--- src/rtl/keylock_pkg.sv ---
package keylock_pkg;
  typedef enum logic [1:0] {
    ST_COLLECT = 2'd0,
    ST_OPEN    = 2'd1,
    ST_FAIL    = 2'd2
  } lock_state_e;
endpackage

--- src/rtl/keylock_entry.sv ---
// Entry shift register and digit counter (datapath).
module keylock_entry #(
  parameter int DIGITS  = 4,
  parameter int DIGIT_W = 4
) (
  input  logic                        clk,
  input  logic                        rst_n,
  input  logic                        ld,
  input  logic                        clr,
  input  logic [DIGIT_W-1:0]          key,
  output logic [DIGITS*DIGIT_W-1:0]   entry,
  output logic                        full
);
  localparam int W  = DIGITS * DIGIT_W;
  localparam int CW = $clog2(DIGITS + 1);
  localparam logic [CW-1:0] CNT_FULL = CW'(DIGITS);

  logic [CW-1:0] cnt;

  always_ff @(posedge clk) begin
    if (!rst_n) begin
      entry <= '0;
      cnt   <= '0;
    end else if (clr) begin
      entry <= '0;
      cnt   <= '0;
    end else if (ld) begin
      entry <= {entry[W-DIGIT_W-1:0], key};
      cnt   <= cnt + 1'b1;
    end
  end

  assign full = (cnt == CNT_FULL);


  cnt_bound_chk: assert property (@(posedge clk) disable iff (!rst_n)
    cnt <= CNT_FULL);


  no_load_when_full_chk: assert property (@(posedge clk) disable iff (!rst_n)
    full |-> !ld);
endmodule

--- src/rtl/keylock_hold.sv ---
// Terminal-count timer for the door hold time.
module keylock_hold #(
  parameter int HOLD_CYCLES = 2000
) (
  input  logic clk,
  input  logic rst_n,
  input  logic run,
  output logic done
);
  localparam int CW = $clog2(HOLD_CYCLES + 1);
  localparam logic [CW-1:0] LAST = CW'(HOLD_CYCLES - 1);

  logic [CW-1:0] cnt;

  always_ff @(posedge clk) begin
    if (!rst_n)        cnt <= '0;
    else if (!run)     cnt <= '0;
    else if (cnt == LAST) cnt <= '0;
    else               cnt <= cnt + 1'b1;
  end

  assign done = run && (cnt == LAST);


  hold_bound_chk: assert property (@(posedge clk) disable iff (!rst_n)
    cnt <= LAST);
endmodule

--- src/rtl/keylock_ctrl.sv ---
// Control state machine for the lock.
module keylock_ctrl
  import keylock_pkg::*;
(
  input  logic clk,
  input  logic rst_n,
  input  logic key_valid,
  input  logic full,
  input  logic match,
  input  logic hold_done,
  output logic key_ready,
  output logic ld,
  output logic clr,
  output logic open
);
  lock_state_e state, state_nx;

  always_comb begin
    state_nx = state;
    case (state)
      ST_COLLECT: if (full) state_nx = match ? ST_OPEN : ST_FAIL;
      ST_OPEN:    if (hold_done) state_nx = ST_COLLECT;
      ST_FAIL:    state_nx = ST_COLLECT;
      default:    state_nx = ST_COLLECT;
    endcase
  end

  always_ff @(posedge clk) begin
    if (!rst_n) state <= ST_COLLECT;
    else        state <= state_nx;
  end

  assign key_ready = (state == ST_COLLECT) && !full;
  assign ld        = key_valid && key_ready;
  assign open      = (state == ST_OPEN);
  assign clr       = (state == ST_OPEN) || (state == ST_FAIL);


  fail_one_cycle_chk: assert property (@(posedge clk) disable iff (!rst_n)
    (state == ST_FAIL) |=> (state == ST_COLLECT));


  open_blocks_keys_chk: assert property (@(posedge clk) disable iff (!rst_n)
    open |-> !key_ready);
endmodule

--- src/rtl/keylock_top.sv ---
module keylock_top #(
  parameter int DIGITS  = 4,
  parameter int DIGIT_W = 4,
  parameter int CLK_HZ  = 200,
  parameter int HOLD_S  = 10
) (
  input  logic                      clk,
  input  logic                      rst_n,
  input  logic                      key_valid,
  output logic                      key_ready,
  input  logic [DIGIT_W-1:0]        key_data,
  input  logic [DIGITS*DIGIT_W-1:0] code_sw,
  output logic                      open_o,
  output logic [DIGITS*DIGIT_W-1:0] entry_o
);
  localparam int HOLD_CYCLES = CLK_HZ * HOLD_S;

  logic ld, clr, full, match, hold_done;

  keylock_entry #(.DIGITS(DIGITS), .DIGIT_W(DIGIT_W)) u_entry (
    .clk(clk), .rst_n(rst_n), .ld(ld), .clr(clr), .key(key_data),
    .entry(entry_o), .full(full)
  );

  keylock_hold #(.HOLD_CYCLES(HOLD_CYCLES)) u_hold (
    .clk(clk), .rst_n(rst_n), .run(open_o), .done(hold_done)
  );

  keylock_ctrl u_ctrl (
    .clk(clk), .rst_n(rst_n), .key_valid(key_valid), .full(full),
    .match(match), .hold_done(hold_done), .key_ready(key_ready),
    .ld(ld), .clr(clr), .open(open_o)
  );

  assign match = (entry_o == code_sw);


  open_needs_match_chk: assert property (@(posedge clk) disable iff (!rst_n)
    $rose(open_o) |-> ($past(entry_o) == $past(code_sw)));


  cleared_after_open_chk: assert property (@(posedge clk) disable iff (!rst_n)
    $fell(open_o) |-> (entry_o == '0));


  ready_after_hold_chk: assert property (@(posedge clk) disable iff (!rst_n)
    $fell(open_o) |-> key_ready);
endmodule

--- config.mk ---
export PLATFORM = sky130hd
export DESIGN_NAME = keylock_top
export DESIGN_NICKNAME = d
export VERILOG_FILES = /design/src/rtl/keylock_pkg.sv /design/src/rtl/keylock_entry.sv /design/src/rtl/keylock_hold.sv /design/src/rtl/keylock_ctrl.sv /design/src/rtl/keylock_top.sv
export SDC_FILE = /design/constraint.sdc
export NUM_CORES = 1
export LEC_CHECK = 0
export ABC_AREA = 0
export BUFFER_PORTS_ARGS = -buffer_cell sky130_fd_sc_hd__buf_2
export CAP_MARGIN = 20
export CORE_MARGIN = 2
export CORE_UTILIZATION = 54
export DETAILED_ROUTE_END_ITERATION = 6
export HOLD_SLACK_MARGIN = 0.05
export PLACE_DENSITY_LB_ADDON = 0.25
export SLEW_MARGIN = 20
export SYNTH_ARGS = -nofsm -noshare
export SYNTH_HDL_FRONTEND = slang
export SYNTH_SLANG_ARGS = --single-unit
export TNS_END_PERCENT = 1
--- constraint.sdc ---
create_clock -name clk -period 4.55 [get_ports clk]
set_input_delay 0 -clock clk [delete_from_list [all_inputs] [get_ports clk]]
set_output_delay 0 -clock clk [all_outputs]
set_load 0.005 [all_outputs]
Yosys cells after proc, flatten, opt, wreduce, memory -nomap -nowiden:

Index checks and enable logic that the tools add are counted.

* add/sub/neg operators: 2
* mux-type cells: 4
* reduce and logical (&&, ||, !) cells: 9
* equal/unequal tests: 7
* bitwise gates (word level): 2

Operators with widths (count)
* $eq 16x16->1: 1
* $add 11x1->11 const B: 1
* $eq 11x11->1 const B: 1
* $mux 2: 3
* $pmux 2 s2: 1
* $add 3x1->3 const B: 1
* $eq 3x3->1 const B: 1
* $logic_and 1x1->1: 3
* $reduce_or 3->1: 1
* $eq 2x1->1 const B: 1
* $eq 2x2->1 const B: 1
* $logic_not 2->1: 1
* $ne 2x1->1 const B: 1
* $ne 2x2->1 const B: 1
* $not 1->1: 2
* $reduce_and 2->1: 1
* $reduce_or 2->1: 1
* $logic_not 1->1: 1
* $logic_or 1x1->1: 1

* register bits after elaboration: 32
* output and inout bits: 18
* input port bits: 23

Longest topological paths before layout:

Gate-level depths: netlist of run 1.

* depth in word-level cells: 4
* mapped depth: 8

Hierarchy:

Synthesis of run 1 repeated with hierarchy kept, for this count alone.

* cell total of the unflattened synthesis: 164
* area, all modules: 1624.1 µm²

Modules (own cells, without submodules)
* keylock_entry: cells each 68, area an instance 750.7 µm², seq. area each 380.4 µm², times used 1
* keylock_hold: cells each 59, area an instance 550.5 µm², seq. area each 220.2 µm², times used 1
* keylock_top: cells each 21, area an instance 177.7 µm², seq. area each 0.0 µm², times used 1
* keylock_ctrl: cells each 16, area an instance 145.1 µm², seq. area each 40.0 µm², times used 1

Worst setup path after synthesis of run 1:

No wires, ideal clock.

* kind: reg-to-reg
* from: register u_entry.cnt[0]
* to: register u_entry.entry[10]
* buffers on the path: 2
* cell stages (with the launch flop): 9
* setup time: 70 ps
* setup slack: 2878 ps
* data arrival time: 1601 ps
* cell sequence: dfxtp_1 -> inv_1 -> ha_1 -> a21boi_1 -> and2_1 -> buf_2 -> buf_2 -> nand2_1 -> a21oi_1

* cells in the longest elaborated chain, start to end: 4

RTL lines
* start: declaration: line keylock_entry.sv:18 `logic [CW-1:0] cnt;`
* start signal: assignment: line keylock_entry.sv:29 `cnt <= cnt + 1'b1;`
* $eq 3x3->1: line keylock_entry.sv:33 `assign full = (cnt == CNT_FULL);`
* $logic_not 1->1: line keylock_ctrl.sv:33 `assign key_ready = (state == ST_COLLECT) && !full;`
* $logic_and 1x1->1: line keylock_ctrl.sv:33
* via key_ready: line keylock_top.sv:10 `output logic key_ready,`
* $logic_and 1x1->1: line keylock_ctrl.sv:34 `assign ld = key_valid && key_ready;`
* end signal: assignment: line keylock_entry.sv:28 `entry <= {entry[W-DIGIT_W-1:0], key};`
* end: declaration: line keylock_entry.sv:11 `output logic [DIGITS*DIGIT_W-1:0] entry,`

The timed path passes the listed nets, and every way through them passes these cells.
A chain may end at the register's enable or synchronous reset.

Worst setup path after layout of run 1:

* from: register u_entry.cnt[0]
* to: register u_entry.cnt[0]

* cells in the longest elaborated chain, start to end: 4
* elaborated cells between the ends (all ways): 5
* classes of those cells: 1 x add/sub; 1 x eq/ne; 3 x reduce/logical

RTL lines
* parallel branches: the longest is 4 deep, another holds $add 3x1->3

Several ways; the timed one is not identified.

==> reports/metrics.csv, run 1 <==
metric;value;unit
status;finished clean;
layout cell share with drive strength beyond 1;22.0;%
core area;0.00250;sq mm
Critical Path AT;2180;ps
I/O pins;41;
Tmin final;1990;ps
Final Hold Fails;0;
Crit. End Element;register;
met3 usage;4.92;%
worst-path fanout max;18;
reg-to-reg slack, setup;2560;ps
Startpoint Class;register;
CTS Hold Bufs;6;
Remaining Overflow, GRT;0;
met1 Usage GRT;26.4;%
initial antenna violation count;0;
Pwr per Cell Area;323;mW/mm^2
Total Wirelength;3070;microns
VDD IR-drop max;0.250;mV
worst hold start;code_sw[7];
wire per inst;12.4;microns
crit-path cells;inv_1, ha_1, a21boi_1, and2_1, xnor2_1, nor2_1;
clock slew at reported path FFs;100;ps
Die H;55.5;microns
dpl hpwl;2270;microns
M2 GR Usage;36.2;%
Gate Count Post-Synth;169;
worst hold path class;primary input to register;
relative slew slack;52.1;%
Routed Antenna Nets;0;
vias post-DR;1295;
FP Rows;18;
Final Setup Violations;0;
setup bufs post-CTS;0;
Lkg Pwr;0.772;nW
port buffer count;40;
max-slew violations;0;
fmax;502;MHz
GRT Total Usage;21.5;%
Fin Clk Skew;11.8;ps
syn_nets;197;
critical path type;register to register;
die area;0.00308;sq mm
Net count, final;245;
Net Sw Frac;29.6;%
clk root buf;clkbuf_4;
post-synth cell types;25;
Logic pwr share;16.8;%
Yosys warning count;0;
register share of total power;55.5;%
Worst Max-Slew Pin Slew;718;ps
FF-to-FF Start;u_entry.cnt[0];
CP top delay family;simple AND/OR/NAND/NOR gates;
1st-iter DRT viols;33;
DRC violations left;0;
Num CTS Buffers;5;
Starting Density;57.2;%
number of fill cells;208;
vias per cell;5.22;
crit path from;u_entry.cnt[0];
vias in the first global route;1223;
Final Util;70.5;%
DR pass1 iterations;4;
total negative slack;0;ps
syn_area_per_cell;8.46;sq um
Max stage delay on crit path;590;ps
die width;55.5;microns
post-synthesis sequential area ratio;44.8;%
Sink Count;32;
largest net degree at the start of global routing;20;
Slowest-stage cell, CP;and2_1;
grt peak-use layer;met2;
sw power;0.169;mW
flops & latches, synth;32;
routability cong.;0.754;
Post-Syn Area;0.00143;sq mm
post-cts resize count;0;
Required @ worst endpoint;4740;ps
unrepaired setup endpoints after global routing;false;
CP Buf/Inv Count;1;
area growth from synthesis to layout;23.3;%
Clock Latency Late Sink;320;ps
maxcap violations;0;
WHS;209;ps
CTS tree;done;
fraction of power consumed by the clock network;27.7;%
CTS H-tree depth;2;
period utilisation layout;43.8;%
Int Pwr;0.401;mW
# diodes;0;
clk buf depth;2;
first-pass GRT wire length;5300;microns
## Yosys cell counts (all sizes together)
cell / number / share of area [%]
xor2: 22 / 13
nand4: 4 / 1.7
nand2: 40 / 10
buf: 2 / 0.70
a32o: 1 / 0.70
and4: 1 / 0.61
o31ai: 1 / 0.53
nor2: 13 / 3.4
and3: 2 / 0.87
a21boi: 1 / 0.53
nor4: 4 / 1.7
nor3: 3 / 1.0
a21oi: 17 / 5.9
clkbuf: 3 / 0.79
dfxtp: 32 / 45
or2: 1 / 0.44
ha: 5 / 4.4
nand3: 3 / 1.0
nand2b: 1 / 0.44
inv: 4 / 1.0
xnor2: 5 / 3.1
o31a: 1 / 0.61
or3b: 1 / 0.61
and2: 1 / 0.44
o211ai: 1 / 0.53
## cell usage in the layout (no fill, tap or decap), types with 2 or more instances in the layout
cell and instances:
nand2_1 40, buf_2 40, dfxtp_1 32, xor2_1 22
a21oi_1 17, nor2_1 13, dlygate4sd3_1 6, xnor2_1 5
ha_1 5, clkbuf_4 5, inv_1 4, nand4_1 4
nor4_1 4, nand3_1 3, nor3_1 3, and3_1 2
clkinv_2 2
## power groups by stage
stage               Clock, mW  Sequential (mW)  Combinational (mW)
finish                  0.158            0.316              0.0959
global route            0.172            0.319               0.111
CTS                     0.162            0.316              0.0974
detailed placement          0            0.322              0.0935
global placement            0            0.321              0.0884
floorplan                   0            0.320              0.0578
## metal layers
metal / wire [microns] / up-vias
met1: 1310 / 598
met2: 1570 / 34
met4: 34 / 0
met5: 0 / -
li1: - / 657
met3: 146 / 6
## sequential cells by signal, summed over array words and instances (netlist names)
register,flops
u_entry.entry,16
u_hold.cnt,11
u_entry.cnt,3
u_ctrl.state,2
## final timing paths
check	endpoint	cells after the start
hold reg to reg	u_hold.cnt[0]	1
setup reg to reg	u_entry.cnt[0]	6
hold / removal	u_ctrl.state[0]	5
setup / recovery	u_entry.cnt[0]	6
## per-stage QoR
stage | setup WS, ps | cell area [sq um] | std cells | total power, mW
4_1_cts | 2550 | 1760 | 248 | 0.575
2_1_floorplan | 2880 | 1430 | 169 | 0.378
3_5_place_dp | 2550 | 1650 | 234 | 0.415
5_1_grt | 2300 | 1760 | 248 | 0.602
6_report | 2560 | 1760 | 248 | 0.569
3_3_place_gp | 2680 | 1650 | 234 | 0.409
## final cells by class
class	instances	area [sq um]	share of cell area [%]
Clock inverter	3	18.8	1.06
Sequential cell	32	641	36.3
Multi-Input combinational cell	128	753	42.7
Inverter	4	15.0	0.852
Clock buffer	5	37.5	2.13
Tap cell	30	37.5	2.13
Timing Repair Buffer	46	260	14.8
## tightest hold or removal path, cell delays in order
cell     delay (ps)
buf_2            80
xor2_1          140
nor4_1           60
nand4_1         110
o31ai_1          80
## cells by family after synthesis
| kind of cell | synth area share [%] |
|---|---|
| AO/OA/AOI/OAI | 8.84 |
| AND/OR/NAND/NOR | 22.9 |
| adder cells (fa/ha/maj) | 4.37 |
| buffers and inverters | 2.54 |
| XOR/XNOR | 16.5 |
| flip-flops | 44.8 |
Note: power is estimated with default switching activity, not from simulation.
==> run 2, diff against run 1 <==
--- a/config.mk
+++ b/config.mk
@@ -5,11 +5,11 @@
 export SDC_FILE = /design/constraint.sdc
 export NUM_CORES = 1
 export LEC_CHECK = 0
-export ABC_AREA = 0
+export ABC_AREA = 1
 export BUFFER_PORTS_ARGS = -buffer_cell sky130_fd_sc_hd__buf_2
 export CAP_MARGIN = 20
 export CORE_MARGIN = 2
-export CORE_UTILIZATION = 54
+export CORE_UTILIZATION = 53
 export DETAILED_ROUTE_END_ITERATION = 6
 export HOLD_SLACK_MARGIN = 0.05
 export PLACE_DENSITY_LB_ADDON = 0.25
==> constraint.sdc (replaced) <==
create_clock -name clk -period 2.1 [get_ports clk]
set_input_delay 0 -clock clk [delete_from_list [all_inputs] [get_ports clk]]
set_output_delay 0 -clock clk [all_outputs]
set_load 0.005 [all_outputs]
==> run 2 against run 1 <==
Net effect: synthesized cell count up 54%; global-route usage up 0.75 points; die area up 20%; via count up 31%; sequential share of layout area down 5.3 points; worst hold slack worse by 62 ps; setup slack worse by 2200 ps; final cell count up 42%; count of clock-buffer cells in the layout up 2; highest routed layer unchanged; total power rose to 3.5 times the previous value; critical endpoint is now u_entry.cnt[2]; clock power rose to 2.5 times the previous value.
==> reports/metrics.csv, run 2 <==
metric;value;unit
vias post-DR;1696;
clk root buf;clkbuf_4;
Startpoint Class;register;
clock slew at reported path FFs;90;ps
flops & latches, synth;32;
Top FF cell, synth;dfxtp_1;
Pwr per Cell Area;974;mW/mm^2
post-synthesis sequential area ratio;37.6;%
GRT Total Usage;22.3;%
Total Wirelength;3560;microns
XOR/XNOR share of the synthesized area;3.08;%
area growth from synthesis to layout;21.1;%
vias in the first global route;1516;
syn_nets;288;
reg-to-reg slack, setup;380;ps
total negative slack;0;ps
Required @ worst endpoint;2380;ps
Setup WS pre-CTS;372;ps
Tmin final;1720;ps
worst hold path cell count;8;
unrepaired setup endpoints after global routing;false;
initial antenna violation count;0;
Final Worst Setup Slack;379;ps
FF-to-FF path depth;9;
final instance area;0.00206;sq mm
Starting Density;55.9;%
commonest non-fill, non-tap cell in the layout;nand2_1;
worst hold start;code_sw[13];
vias per cell;4.80;
port buffer count;40;
WHS;147;ps
clk buf depth;2;
Die H;60.7;microns
EDFF count, synth;0;
FF-to-FF Start;u_entry.cnt[0];
wire per inst;10.1;microns
post-synth cell types;22;
Synth area leaders;dfxtp_1, nand2_1, inv_1;
mux share of post-synthesis cell area;0;%
Yosys warning count;0;
die width;60.7;microns
worst-path fanout max;34;
period utilisation layout;82.0;%
biggest regs;u_entry.entry x16, u_hold.cnt x11, u_entry.cnt x3;
RR Endpoint;u_entry.cnt[2];
Final Hold Fails;0;
largest area contributor in the netlist;dfxtp_1;
Hold EP;u_ctrl.state[0];
Pwr Total;2.01;mW
# diodes;0;
Crit. End Element;register;
ys async rst share;0;%
Num CTS Buffers;5;
CTS H-tree depth;2;
Net count, final;337;
placed inst area;0.00193;sq mm
FP Rows;20;
Remaining Overflow, GRT;0;
Lkg Pwr;1.00;nW
largest net degree at the start of global routing;35;
fmax;581;MHz
Post-Syn Area;0.00171;sq mm
max-slew violations;0;
status;finished clean;
syn_area_per_cell;6.56;sq um
Critical Path AT;2000;ps
DRC violations left;0;
Synth Area in Adders;3.67;%
combinational family with the most area after synthesis;simple AND/OR/NAND/NOR gates;
first-pass GRT wire length;5990;microns
Final Setup Violations;0;
relative slew slack;58.0;%
VDD IR-drop max;0.626;mV
Gate Count Post-Synth;260;
worst hold path class;primary input to register;
Routed Antenna Nets;0;
most frequent cells in the layout;nand2_1, inv_1, buf_2, dfxtp_1, nor2_1;
DR pass1 iterations;4;
number of fill cells;293;
compound-cell area share of the yosys netlist;12.9;%
most flop-heavy register;u_entry.entry;
Worst Max-Slew Pin Slew;627;ps
Fin Clk Skew;7.51;ps
maxcap violations;0;
most common cell in the netlist;nand2_1;
simple-gate share of the synthesized area;30.4;%
Post-synth top cells;nand2_1, inv_1, dfxtp_1;
dpl hpwl;2670;microns
routability cong.;0.832;
Sink Count;32;
Clock Latency Late Sink;350;ps
core area;0.00305;sq mm
layout cell share with drive strength beyond 1;17.8;%
critical path type;register to register;
CTS tree;done;
I/O pins;41;
1st-iter DRT viols;87;
max reg flops;16;
die area;0.00369;sq mm
share of the synthesized area in the top cell type;37.6;%
post-cts resize count;0;
==> run 2: cell count changes in the layout (fill, tap and decap cells not counted), moves of 4 or more <==
cell	delta
inv_1	+44
nand2_1	+34
xor2_1	-20
nor2_1	+13
o21ai_0	+11
a211oi_1	+6
nand3_1	+6
nor2_2	+5
a21oi_1	+4
nor3b_1	+4
nor4_1	-4
==> run 2: per-stage QoR <==
step           utilization, %  instances
2_1_floorplan               -        260
3_3_place_gp             63.2        339
3_5_place_dp             63.2        339
4_1_cts                  67.6        353
5_1_grt                  67.6        353
6_report                 67.6        353
==> run 2: timing repair <==
action                     in CTS  in global routing
hold endpoints to repair        8                  0
setup buffers                   0                  0
setup endpoints to repair       0                  0
hold buffers                    7                  0
==> run 2: kinds of logic (layout without fill, tap and decap cells) <==
kind of cell             Yosys count  in the layout
AND/OR/NAND/NOR                  124            124
buffers and inverters             53            102
AO/OA/AOI/OAI                     40             40
flip-flops                        32             32
XOR/XNOR                           6              6
adder cells (fa/ha/maj)            5              5
==> run 2: final cells by class <==
cell class                 instances  area, sq um  share of cell area (%)
multi-input combinational        175          853                    41.3
sequential                        32          641                    31.0
timing repair buffer              47          270                    13.1
inverter                          48          180                    8.73
clock buffer                       7         65.1                    3.15
tap                               44         55.1                    2.67
==> run 2: how the worst max path moves through the flow <==
| stage | start | endpoint | slack, ps | depth (start not counted) |
|---|---|---|---|---|
| after CTS | u_entry.cnt[0] | u_entry.cnt[2] | 380 | 9 |
| final | u_entry.cnt[0] | u_entry.cnt[2] | 380 | 9 |
| after floorplan | u_ctrl.state[0] | u_entry.entry[8] | 710 | 5 |
| after global routing | u_entry.cnt[0] | u_entry.cnt[2] | 110 | 9 |
| after global placement | u_entry.cnt[0] | u_entry.cnt[2] | 460 | 9 |
| after detailed placement | u_entry.cnt[0] | u_entry.cnt[2] | 370 | 9 |
==> run 2: metal layers <==
layer,vias to the layer above,part of all wire [%],track usage [%]
met5,-,0,0
met2,38,47,37.0
li1,899,-,-
met1,750,45,25.6
met4,0,2.2,14.0
met3,9,5.4,5.54
==> run 2: power by group <==
part	switching [mW]	internal (mW)
Clock	0.212	0.190
Sequential	0.119	0.739
Combinational	0.446	0.305
Total	0.778	1.23
==> run 2: critical path, cell delays in order (launching register included) <==
cell	delay (ps)
dfxtp_1	340
inv_1	60
ha_1	190
nand2_1	60
nand2_1	70
inv_1	140
nand2_2	340
nor2_1	230
o21ai_0	90
a21oi_1	140
